--- config.mk ---
export PLATFORM = sky130hd
export DESIGN_NAME = pxu_unpacker
export DESIGN_NICKNAME = d
export VERILOG_FILES = /design/src/rtl/pxu_pkg.sv /design/src/rtl/pxu_rst_sync.sv /design/src/rtl/pxu_slot_ctrl.sv /design/src/rtl/pxu_extract.sv /design/src/rtl/pxu_color.sv /design/src/rtl/pxu_unpacker.sv
export SDC_FILE = /design/constraint.sdc
export NUM_CORES = 1
export LEC_CHECK = 0
export BUFFER_PORTS_ARGS = -buffer_cell sky130_fd_sc_hd__buf_2
export CELL_PAD_IN_SITES_DETAIL_PLACEMENT = 2
export CELL_PAD_IN_SITES_GLOBAL_PLACEMENT = 2
export CORE_ASPECT_RATIO = 1.75
export CORE_MARGIN = 4
export CORE_UTILIZATION = 33
export CTS_CLUSTER_DIAMETER = 50
export CTS_CLUSTER_SIZE = 20
export DETAILED_ROUTE_END_ITERATION = 6
export GPL_ROUTABILITY_DRIVEN = 0
export GPL_TIMING_DRIVEN = 0
export MAX_ROUTING_LAYER = met4
export PLACE_DENSITY_LB_ADDON = 0.15
export REMOVE_ABC_BUFFERS = 1
export SLEW_MARGIN = 20
export SYNTH_ARGS = -nofsm -noshare
export SYNTH_HDL_FRONTEND = slang
export SYNTH_SLANG_ARGS = --single-unit
--- constraint.sdc ---
create_clock -name clk -period 3.91 [get_ports clk]
set_clock_uncertainty 0.15 [all_clocks]
set_input_delay 0.391 -clock clk [delete_from_list [all_inputs] [get_ports clk]]
set_output_delay 0.391 -clock clk [all_outputs]
set_load 0.01 [all_outputs]
--- src/rtl/pxu_pkg.sv ---
package pxu_pkg;

  localparam int unsigned COMP_W = 8;          // widened colour component
  localparam int unsigned BUS18_COMP_W = 6;    // component on the narrow bus

  localparam logic [2:0] DEP_1BPP  = 3'd0;
  localparam logic [2:0] DEP_2BPP  = 3'd1;
  localparam logic [2:0] DEP_4BPP  = 3'd2;
  localparam logic [2:0] DEP_8BPP  = 3'd3;
  localparam logic [2:0] DEP_16BPP = 3'd4;
  localparam logic [2:0] DEP_WIDE  = 3'd5;

  // log2 of bits per pixel; wide and reserved codes span a whole word
  function automatic logic [2:0] depth_lg(input logic [2:0] d);
    case (d)
      DEP_1BPP:  depth_lg = 3'd0;
      DEP_2BPP:  depth_lg = 3'd1;
      DEP_4BPP:  depth_lg = 3'd2;
      DEP_8BPP:  depth_lg = 3'd3;
      DEP_16BPP: depth_lg = 3'd4;
      default:   depth_lg = 3'd5;
    endcase
  endfunction

  function automatic logic depth_valid(input logic [2:0] d);
    depth_valid = (d <= DEP_WIDE);
  endfunction

  function automatic logic depth_indexed(input logic [2:0] d);
    depth_indexed = (d <= DEP_8BPP);
  endfunction

  function automatic logic [COMP_W-1:0] widen5(input logic [4:0] c);
    widen5 = {c, c[4:2]};
  endfunction

  function automatic logic [COMP_W-1:0] widen6(input logic [5:0] c);
    widen6 = {c, c[5:4]};
  endfunction

endpackage

--- src/rtl/pxu_rst_sync.sv ---
module pxu_rst_sync #(
  parameter int unsigned STAGES = 2
) (
  input  logic clk,
  input  logic rst_n,
  output logic run
);

  logic [STAGES-1:0] sync_q;
  logic [STAGES-1:0] sync_d;

  generate
    if (STAGES == 1) begin : g_one
      assign sync_d = 1'b1;
    end else begin : g_chain
      assign sync_d = {sync_q[STAGES-2:0], 1'b1};
    end
  endgenerate

  always_ff @(posedge clk or negedge rst_n) begin
    if (!rst_n) sync_q <= '0;
    else        sync_q <= sync_d;
  end

  assign run = sync_q[STAGES-1];

endmodule

--- src/rtl/pxu_slot_ctrl.sv ---
module pxu_slot_ctrl
  import pxu_pkg::*;
#(
  parameter int unsigned WORD_W = 32,
  localparam int unsigned SLOT_W = $clog2(WORD_W)
) (
  input  logic              clk,
  input  logic              rst_n,
  input  logic              run,
  input  logic              pix_en,
  input  logic              fifo_empty,
  input  logic [2:0]        depth_sel,
  output logic [SLOT_W-1:0] slot,
  output logic              emit,
  output logic              pop
);

  logic [SLOT_W-1:0] slot_q;
  logic [SLOT_W-1:0] slot_d;
  logic [SLOT_W-1:0] last_slot;
  logic              at_last;
  logic [2:0]        lg;

  always_comb begin
    lg        = depth_lg(depth_sel);
    last_slot = SLOT_W'((WORD_W >> lg) - 1);
    at_last   = (slot_q >= last_slot);
    emit      = run && pix_en && !fifo_empty && depth_valid(depth_sel);
    pop       = emit && at_last;
    slot_d    = slot_q;
    if (emit) begin
      slot_d = at_last ? '0 : slot_q + SLOT_W'(1);
    end
  end

  always_ff @(posedge clk or negedge rst_n) begin
    if (!rst_n) slot_q <= '0;
    else        slot_q <= slot_d;
  end

  assign slot = slot_q;

endmodule

--- src/rtl/pxu_extract.sv ---
module pxu_extract
  import pxu_pkg::*;
#(
  parameter int unsigned WORD_W = 32,
  localparam int unsigned SLOT_W = $clog2(WORD_W),
  localparam int unsigned SH_W   = SLOT_W + 1,
  localparam int unsigned NBYTES = WORD_W / 8
) (
  input  logic [WORD_W-1:0] word,
  input  logic              byte_rev,
  input  logic              lsb_first,
  input  logic [2:0]        depth_sel,
  input  logic [SLOT_W-1:0] slot,
  output logic [15:0]       pix,
  output logic [23:0]       wide
);

  logic [WORD_W-1:0] swapped;
  logic [WORD_W-1:0] w;
  logic [2:0]        lg;
  logic [SH_W-1:0]   bpp;
  logic [SH_W-1:0]   ofs;
  logic [SH_W-1:0]   sh;
  logic [15:0]       mask;

  generate
    for (genvar b = 0; b < NBYTES; b++) begin : g_swap
      assign swapped[8*b +: 8] = word[8*(NBYTES-1-b) +: 8];
    end
  endgenerate

  always_comb begin
    w    = byte_rev ? swapped : word;
    lg   = depth_lg(depth_sel);
    bpp  = SH_W'(1) << lg;
    ofs  = SH_W'(slot) << lg;
    sh   = lsb_first ? ofs : (SH_W'(WORD_W) - ofs - bpp);
    mask = (bpp >= SH_W'(16)) ? 16'hFFFF : 16'((32'd1 << bpp) - 32'd1);
    pix  = 16'(w >> sh) & mask;
    wide = w[23:0];
  end

endmodule

--- src/rtl/pxu_color.sv ---
module pxu_color
  import pxu_pkg::*;
#(
  parameter int unsigned BUS_W = 3 * COMP_W
) (
  input  logic             wide_sel,
  input  logic             rgb555_sel,
  input  logic             bus18_sel,
  input  logic [15:0]      half,
  input  logic [23:0]      wide,
  output logic [BUS_W-1:0] rgb
);

  logic [COMP_W-1:0] r8, g8, b8;
  logic [4:0]        r5, b5, g5;
  logic [5:0]        g6;

  always_comb begin
    r5 = rgb555_sel ? half[14:10] : half[15:11];
    g5 = half[9:5];
    g6 = half[10:5];
    b5 = half[4:0];
    if (wide_sel) begin
      r8 = wide[23:16];
      g8 = wide[15:8];
      b8 = wide[7:0];
    end else begin
      r8 = widen5(r5);
      g8 = rgb555_sel ? widen5(g5) : widen6(g6);
      b8 = widen5(b5);
    end
    if (bus18_sel) begin
      rgb = BUS_W'({r8[COMP_W-1 -: BUS18_COMP_W],
                    g8[COMP_W-1 -: BUS18_COMP_W],
                    b8[COMP_W-1 -: BUS18_COMP_W]});
    end else begin
      rgb = BUS_W'({r8, g8, b8});
    end
  end

endmodule

--- src/rtl/pxu_unpacker.sv ---
module pxu_unpacker
  import pxu_pkg::*;
#(
  parameter int unsigned WORD_W = 32,
  parameter int unsigned IDX_W  = 8,
  localparam int unsigned BUS_W  = 3 * COMP_W,
  localparam int unsigned SLOT_W = $clog2(WORD_W)
) (
  input  logic              clk,
  input  logic              rst_n,
  input  logic              pix_en,
  input  logic [WORD_W-1:0] fifo_data,
  input  logic              fifo_empty,
  output logic              fifo_pop,
  input  logic [2:0]        depth_sel,
  input  logic              rgb555_sel,
  input  logic              byte_rev,
  input  logic              lsb_first,
  input  logic              bus18_sel,
  output logic [IDX_W-1:0]  pal_idx,
  output logic              pal_vld,
  output logic [BUS_W-1:0]  rgb_data,
  output logic              rgb_vld
);

  logic              run;
  logic [SLOT_W-1:0] slot;
  logic              emit;
  logic [15:0]       pix;
  logic [23:0]       wide;
  logic [BUS_W-1:0]  rgb_c;

  logic              pal_vld_d, rgb_vld_d;
  logic [IDX_W-1:0]  pal_idx_d;
  logic [BUS_W-1:0]  rgb_data_d;
  logic              pal_vld_q, rgb_vld_q;
  logic [IDX_W-1:0]  pal_idx_q;
  logic [BUS_W-1:0]  rgb_data_q;

  pxu_rst_sync #(.STAGES(2)) u_rst_sync (
    .clk   (clk),
    .rst_n (rst_n),
    .run   (run)
  );

  pxu_slot_ctrl #(.WORD_W(WORD_W)) u_slot (
    .clk        (clk),
    .rst_n      (rst_n),
    .run        (run),
    .pix_en     (pix_en),
    .fifo_empty (fifo_empty),
    .depth_sel  (depth_sel),
    .slot       (slot),
    .emit       (emit),
    .pop        (fifo_pop)
  );

  pxu_extract #(.WORD_W(WORD_W)) u_extract (
    .word      (fifo_data),
    .byte_rev  (byte_rev),
    .lsb_first (lsb_first),
    .depth_sel (depth_sel),
    .slot      (slot),
    .pix       (pix),
    .wide      (wide)
  );

  pxu_color #(.BUS_W(BUS_W)) u_color (
    .wide_sel   (depth_sel == DEP_WIDE),
    .rgb555_sel (rgb555_sel),
    .bus18_sel  (bus18_sel),
    .half       (pix),
    .wide       (wide),
    .rgb        (rgb_c)
  );

  // next-state
  always_comb begin
    pal_vld_d  = emit && depth_indexed(depth_sel);
    rgb_vld_d  = emit && !depth_indexed(depth_sel);
    pal_idx_d  = pal_vld_d ? IDX_W'(pix[7:0]) : pal_idx_q;
    rgb_data_d = rgb_vld_d ? rgb_c : rgb_data_q;
  end

  // registers
  always_ff @(posedge clk or negedge rst_n) begin
    if (!rst_n) begin
      pal_vld_q  <= 1'b0;
      rgb_vld_q  <= 1'b0;
      pal_idx_q  <= '0;
      rgb_data_q <= '0;
    end else begin
      pal_vld_q  <= pal_vld_d;
      rgb_vld_q  <= rgb_vld_d;
      pal_idx_q  <= pal_idx_d;
      rgb_data_q <= rgb_data_d;
    end
  end

  assign pal_vld  = pal_vld_q;
  assign rgb_vld  = rgb_vld_q;
  assign pal_idx  = pal_idx_q;
  assign rgb_data = rgb_data_q;

endmodule

# Yosys cells after proc, flatten, opt, wreduce, memory -nomap -nowiden

Cells that the tools add are included.
Widths: inputs -> output; s select.

Register bits: 41
Output and inout bits: 35
Word-level logic and storage cells: 46

$add $sub $neg: 5
Magnitude comparators: 4
Equality and inequality tests: 5
Shift operators: 5
Muxes and demuxes: 11
Bitwise operators: 1
Reduce and logical (&&, ||, !) cells: 9

Operator list:

| cell                  | count |
|---|---|
| $mux 32               | 1 |
| $mux 8                | 4 |
| $shr 32x6->16         | 1 |
| $mux 24               | 1 |
| $and 16x16->16        | 1 |
| $mux 16               | 1 |
| $shl 1x6->16 const A  | 1 |
| $sub 16x1->16 const B | 1 |
| $pmux 3 s5            | 1 |
| $mux 5                | 2 |
| $eq 3x2->1 const B    | 2 |
| $eq 3x3->1 const B    | 2 |
| $ge 6x5->1 const B    | 1 |
| $logic_and 1x1->1     | 6 |
| $mux 6                | 1 |
| $shl 1x3->6 const A   | 1 |
| $shl 5x3->6           | 1 |
| $shr 6x3->5 const A   | 1 |
| $sub 6x6->6           | 1 |
| $sub 6x6->6 const A   | 1 |
| $add 5x1->5 const B   | 1 |
| $ge 5x5->1            | 1 |
| $sub 5x1->5 const B   | 1 |
| $eq 3x1->1 const B    | 1 |
| other kinds (4)       | 5 |

# Depth between registers and ports, before layout

Word-level depth: 11
Mapped depth: 19
Gate-level depth less buffers: 16

# Cells and area by module

From an unflattened synthesis, not the netlist that was laid out.

Cell total of the unflattened synthesis: 624
Area, all modules: 5474.0 um^2

By module, submodules not included:

| module        | instances | cells an instance | area an instance (um^2) | seq. area each (um^2) |
|---|---|---|---|---|
| pxu_extract   | 1         | 403               | 2941.6                  | 0.0 |
| pxu_unpacker  | 1         | 74                | 1336.3                  | 850.8 |
| pxu_color     | 1         | 95                | 664.4                   | 0.0 |
| pxu_slot_ctrl | 1         | 49                | 478.0                   | 125.1 |
| pxu_rst_sync  | 1         | 3                 | 53.8                    | 50.0 |

# Least setup slack after synthesis

OpenSTA, ideal clock, no wires.

Kind: reg2reg
Start point: register u_slot.slot_q[0], in the netlist u_slot.slot[0]
End point: register rgb_data_q[8], in the netlist rgb_data[8]
Library setup time: 132 ps
Data arrival time: 3976 ps
Data required time: 3628 ps
Path slack: -348 ps
Stages on the path, launching flop included: 18
Buffers on the path: 4
Period minus slack after synthesis: 4258 ps
Cells stage by stage: dfrtp_1 buf_4 nor4b_4 inv_2 buf_2 ha_1 ha_1 fa_1 or2_2 clkbuf_1 clkbuf_1 a21oi_1 a32oi_1 a41o_1 o311ai_1 o21ai_0 a221oi_1 o21ai_1

Longest elaborated chain between the ends: 9

Ends and longest elaborated chain:

| item                      | line                | source |
|---|---|---|
| start: declaration        | pxu_slot_ctrl.sv:18 | `logic [SLOT_W-1:0] slot_q;` |
| start signal: assignment  | pxu_slot_ctrl.sv:38 | `else slot_q <= slot_d;` |
| $shl 5x3->6 *             | pxu_extract.sv:36   | `ofs = SH_W'(slot) << lg;` |
| $sub 6x6->6 (2 in series) | pxu_extract.sv:37   | `sh = lsb_first ? ofs : (SH_W'(WORD_W) - ofs - bpp);` |
| $mux 6 *                  | pxu_extract.sv:37   |  |
| $shr 32x6->16 *           | pxu_extract.sv:39   | `pix = 16'(w >> sh) & mask;` |
| $and 16x16->16 *          | pxu_extract.sv:39   |  |
| $mux 8 *                  | pxu_color.sv:29     | `g8 = rgb555_sel ? widen5(g5) : widen6(g6);` |
| $mux 8 *                  | pxu_color.sv:23     | `if (wide_sel) begin` |
| $mux 24 *                 | pxu_color.sv:32     | `if (bus18_sel) begin` |
| end signal: assignment    | pxu_unpacker.sv:96  | `rgb_data_q <= rgb_data_d;` |
| end: declaration          | pxu_unpacker.sv:38  | `logic [BUS_W-1:0] rgb_data_q;` |

Every way passes the cells marked *; elsewhere a longest branch is shown, timed or not.
A chain may end at the register's enable or synchronous reset.

# Worst setup path in the final report

Start point: input port lsb_first
End point: register rgb_data_q[16], in the netlist rgb_data[16]

Longest elaborated chain between the ends: 6

Ends and longest elaborated chain:

| item               | line               | source |
|---|---|---|
| start: declaration | pxu_unpacker.sv:18 | `input logic lsb_first,` |
| $mux 6             | pxu_extract.sv:37  |  |
| $shr 32x6->16      | pxu_extract.sv:39  |  |
| $and 16x16->16     | pxu_extract.sv:39  |  |
| $mux 5             | pxu_color.sv:19    | `r5 = rgb555_sel ? half[14:10] : half[15:11];` |
| $mux 8             | pxu_color.sv:23    |  |
| $mux 24            | pxu_color.sv:32    |  |

Every way passes these cells.

==> results.toml <==
[detailed_routing]
drt_pass1_iterations = 5
drt_wl_total_mm = 35.8
drc_errors = 0
drt-initial-drc-count = 709
avgViaCountPerCell = 7.01
vias = 7507
antenna_left = 0
wire_per_inst_um = 33.4

[die]
io_pins = 78
core_area_um2 = 18100
initial_core_util_pct = 33.9
die_h_um = 188
rows = 65
die_x_um = 111
dieArea_um2 = 20900

[timing]
finalSetupViolCount = 31
hold_viol = 0
rsz0062_at_grt = "yes"
fmax_ghz = 0.219
slew_headroom_pct = 29.6
fin_crit_sh_pct = 117
finalMaxSlewViolations = 0
fin_crit_ps = 4560
tightestPinTransition_ps = 1060
whs_ps = 208
fin_ws_ps = -654

[flow_run]
maxCapViolCount = 0

[synth]
yosys.area.top_type = "dfrtp_1"
synth_edf_count = 0
synth_top_area_share_pct = 16.7
synth.cell_area_um2 = 6140
seq_area_frac_synth_pct = 16.7
async_flop_share_pct = 100
synth_compound_area_share_pct = 32.3
ys_warn_count = 0
synth.area.mux_share_pct = 21.8
syn_area_per_cell_um2 = 8.36
synth.ff_latch_count = 41
yosys-top-cells-count = "nand2_1 (65), nor2_1 (47), mux2i_1 (46)"
yosysMostFrequentCell = "nand2_1"
synth_cell_types = 84
synth-main-ff-cell = "dfrtp_1"
synth_fa_ha_area_share_pct = 3.79
synthCells = 734
synth_top_family_by_area = "compound AO/OA/AOI/OAI gates"
netlist_top_cells_area = "dfrtp_1 (17%), mux4_2 (9.2%), mux2i_1 (7.5%)"
yosys.area_share.simple_pct = 17.6
synthXorXnorAreaFrac_pct = 1.43

[clock_tree]
clk_latency_ps = 300
clock-root-buffer = "clkbuf_16"
cts_tree = "done"
cts_buffers = 5
clk_pin_slew_ps = 70
cts_max_level = 2
cts_buffer_depth = 2
cts_sinks = 41

[final_layout]
syn_to_final_growth_pct = 34.7
drive_gt1_share_pct = 41.9
finalNonFillerCells = 1071
fillCellCount = 1981
layout.nets = 895
fin_util_pct = 45.6

[worst_hold_path]
hold_depth = 0
hold_path_class = "reg -> reg"
min_from = "u_rst_sync.sync_q[0]$_DFF_PN0_"
worstHoldEndpoint = "u_rst_sync.sync_q[1]$_DFF_PN0_"

[grt]
grt_max_degree = 60
grt_first_pass_wirelength_mm = 50.3
gr-total-overflow = 0
track_usage_pct = 31.9
first_global_vias = 8005
antenna_found_initial = 2

[worst_setup_path]
critPathRequiredTime_ps = 3910
reg2reg_from = "u_slot.slot[0]$_DFFE_PN0P_"
critPathArrivalTime_ps = 4570
end_kind = "flop"
worst-path-buf-inv = 3
startpoint_type = "input pin"
crit_fanout = 56
crit_family = "compound AO/OA/AOI/OAI gates"
path_cells = "buf_4 -> clkinv_2 -> o211ai_1 -> nor3_1 -> o311ai_1 -> nor2_1 -> o311ai_1 -> o211ai_1 -> buf_4 -> a32oi_2 -> o21ai_1"
rr_worst_depth = 15
path_class = "in -> reg"
r2r_slack_ps = -630
cpPeakStageDelay_ps = 810
cp_slowest_cell = "o211ai_1"
regToRegEndpoint = "rgb_data[16]$_DFFE_PN0P_"

[place]
dp.cells = 983
dp_hpwl_mm = 22.7
pre_cts_ws_ps = -2300
port_buffers = 77

[pwr]
p_total_w = 0.00494
ir_drop_mv = 0.292
cellPowerDensity_nw_per_um2 = 597
p_leak_nw = 3.17

[outcome]
violations = "negative setup slack"
outcome = "finished, violations left"
-- what timing repair did --
action                                  4_1_cts  5_1_grt
gates cloned                                  8        0
hold buffers                                  0        1
hold endpoints to repair                      0       29
gates resized for setup                     138       38
pin swaps                                    50       24
buffers inserted                             53       18
endpoints found under the setup margin       32       32
-- cell type report --
type,instances,area (um2),area share [%]
Multi-Input combinational cell,616,5660,68.4
Timing Repair Buffer,152,1050,12.7
Sequential cell,41,1030,12.4
Tap cell,234,293,3.54
Clock buffer,5,125,1.51
Inverter,18,81.3,0.983
Clock inverter,3,25.0,0.302
Antenna cell,2,5.00,0.0605
-- state kept, by name (all words and copies together), names as in the netlist --
register and cells:
u_slot.slot 5, pal_idx 8, rgb_vld 1, pal_vld 1, rgb_data 24, u_rst_sync.sync_q 2
-- worst register-to-register path, delay by kind of cell (launching register included) --
| kind | cells | cell delay, ps |
|---|---|---|
| flip-flops | 1 | 390 |
| AO/OA/AOI/OAI | 6 | 2010 |
| AND/OR/NAND/NOR | 4 | 840 |
| adder cells (fa/ha/maj) | 1 | 350 |
| buffers and inverters | 4 | 660 |
-- layout by cell type (no fill, tap or decap), drive strengths merged, types with 17 or more instances in the layout --
cell type and instances:
nand2 68, ha 17, o21ai 37, dfrtp 41
mux2 27, nor3 19, mux2i 47, buf 151
mux4 25, inv 18, a211oi 41, a21oi 43
nor2 49
-- kinds of logic after synthesis --
| group | count (synthesis) |
|---|---|
| adder cells (fa/ha/maj) | 18 |
| other | 1 |
| multiplexers | 99 |
| flip-flops | 41 |
| AND/OR/NAND/NOR | 215 |
| buffers and inverters | 85 |
| XOR/XNOR | 10 |
| AO/OA/AOI/OAI | 265 |
-- worst max-delay path by stage --
stage / cells after the start / endpoint / startpoint / slack, ps
floorplan: 13 / rgb_data[9]$_DFFE_PN0P_ / u_slot.slot[0]$_DFFE_PN0P_ / -1310
global placement: 13 / rgb_data[3]$_DFFE_PN0P_ / depth_sel[2] / -4220
detailed placement: 14 / rgb_data[3]$_DFFE_PN0P_ / depth_sel[2] / -2300
CTS: 13 / rgb_data[16]$_DFFE_PN0P_ / u_slot.slot[0]$_DFFE_PN0P_ / -320
global route: 11 / rgb_data[16]$_DFFE_PN0P_ / lsb_first / -810
finish: 11 / rgb_data[16]$_DFFE_PN0P_ / lsb_first / -650
-- report_power, final --
| group | leakage (nW) | internal (W) | switching (W) |
|---|---|---|---|
| sequential | 0.533 | 0.000573 | 0.000105 |
| clock | 0.0704 | 0.000241 | 0.000213 |
| combinational | 2.56 | 0.00149 | 0.00232 |
| total | 3.17 | 0.00230 | 0.00264 |
-- layer usage --
| layer | global-route usage [%] | vias up | wire length [um] |
|---|---|---|---|
| li1 | - | 3108 | - |
| met1 | 30.9 | 3774 | 11800 |
| met2 | 56.6 | 412 | 17900 |
| met3 | 5.14 | 213 | 2220 |
| met4 | 24.1 | 0 | 3760 |
| met5 | - | - | 0 |
-- metrics by stage --
step                      cell area, um2  TNS, ps
after global placement              6500  -125060
after global routing                8270   -15240
after CTS                           7930    -5000
after detailed placement            6590   -56410
final                               8270   -12590
after floorplan                     5820   -35830
(Power assumes the default switching activity.)
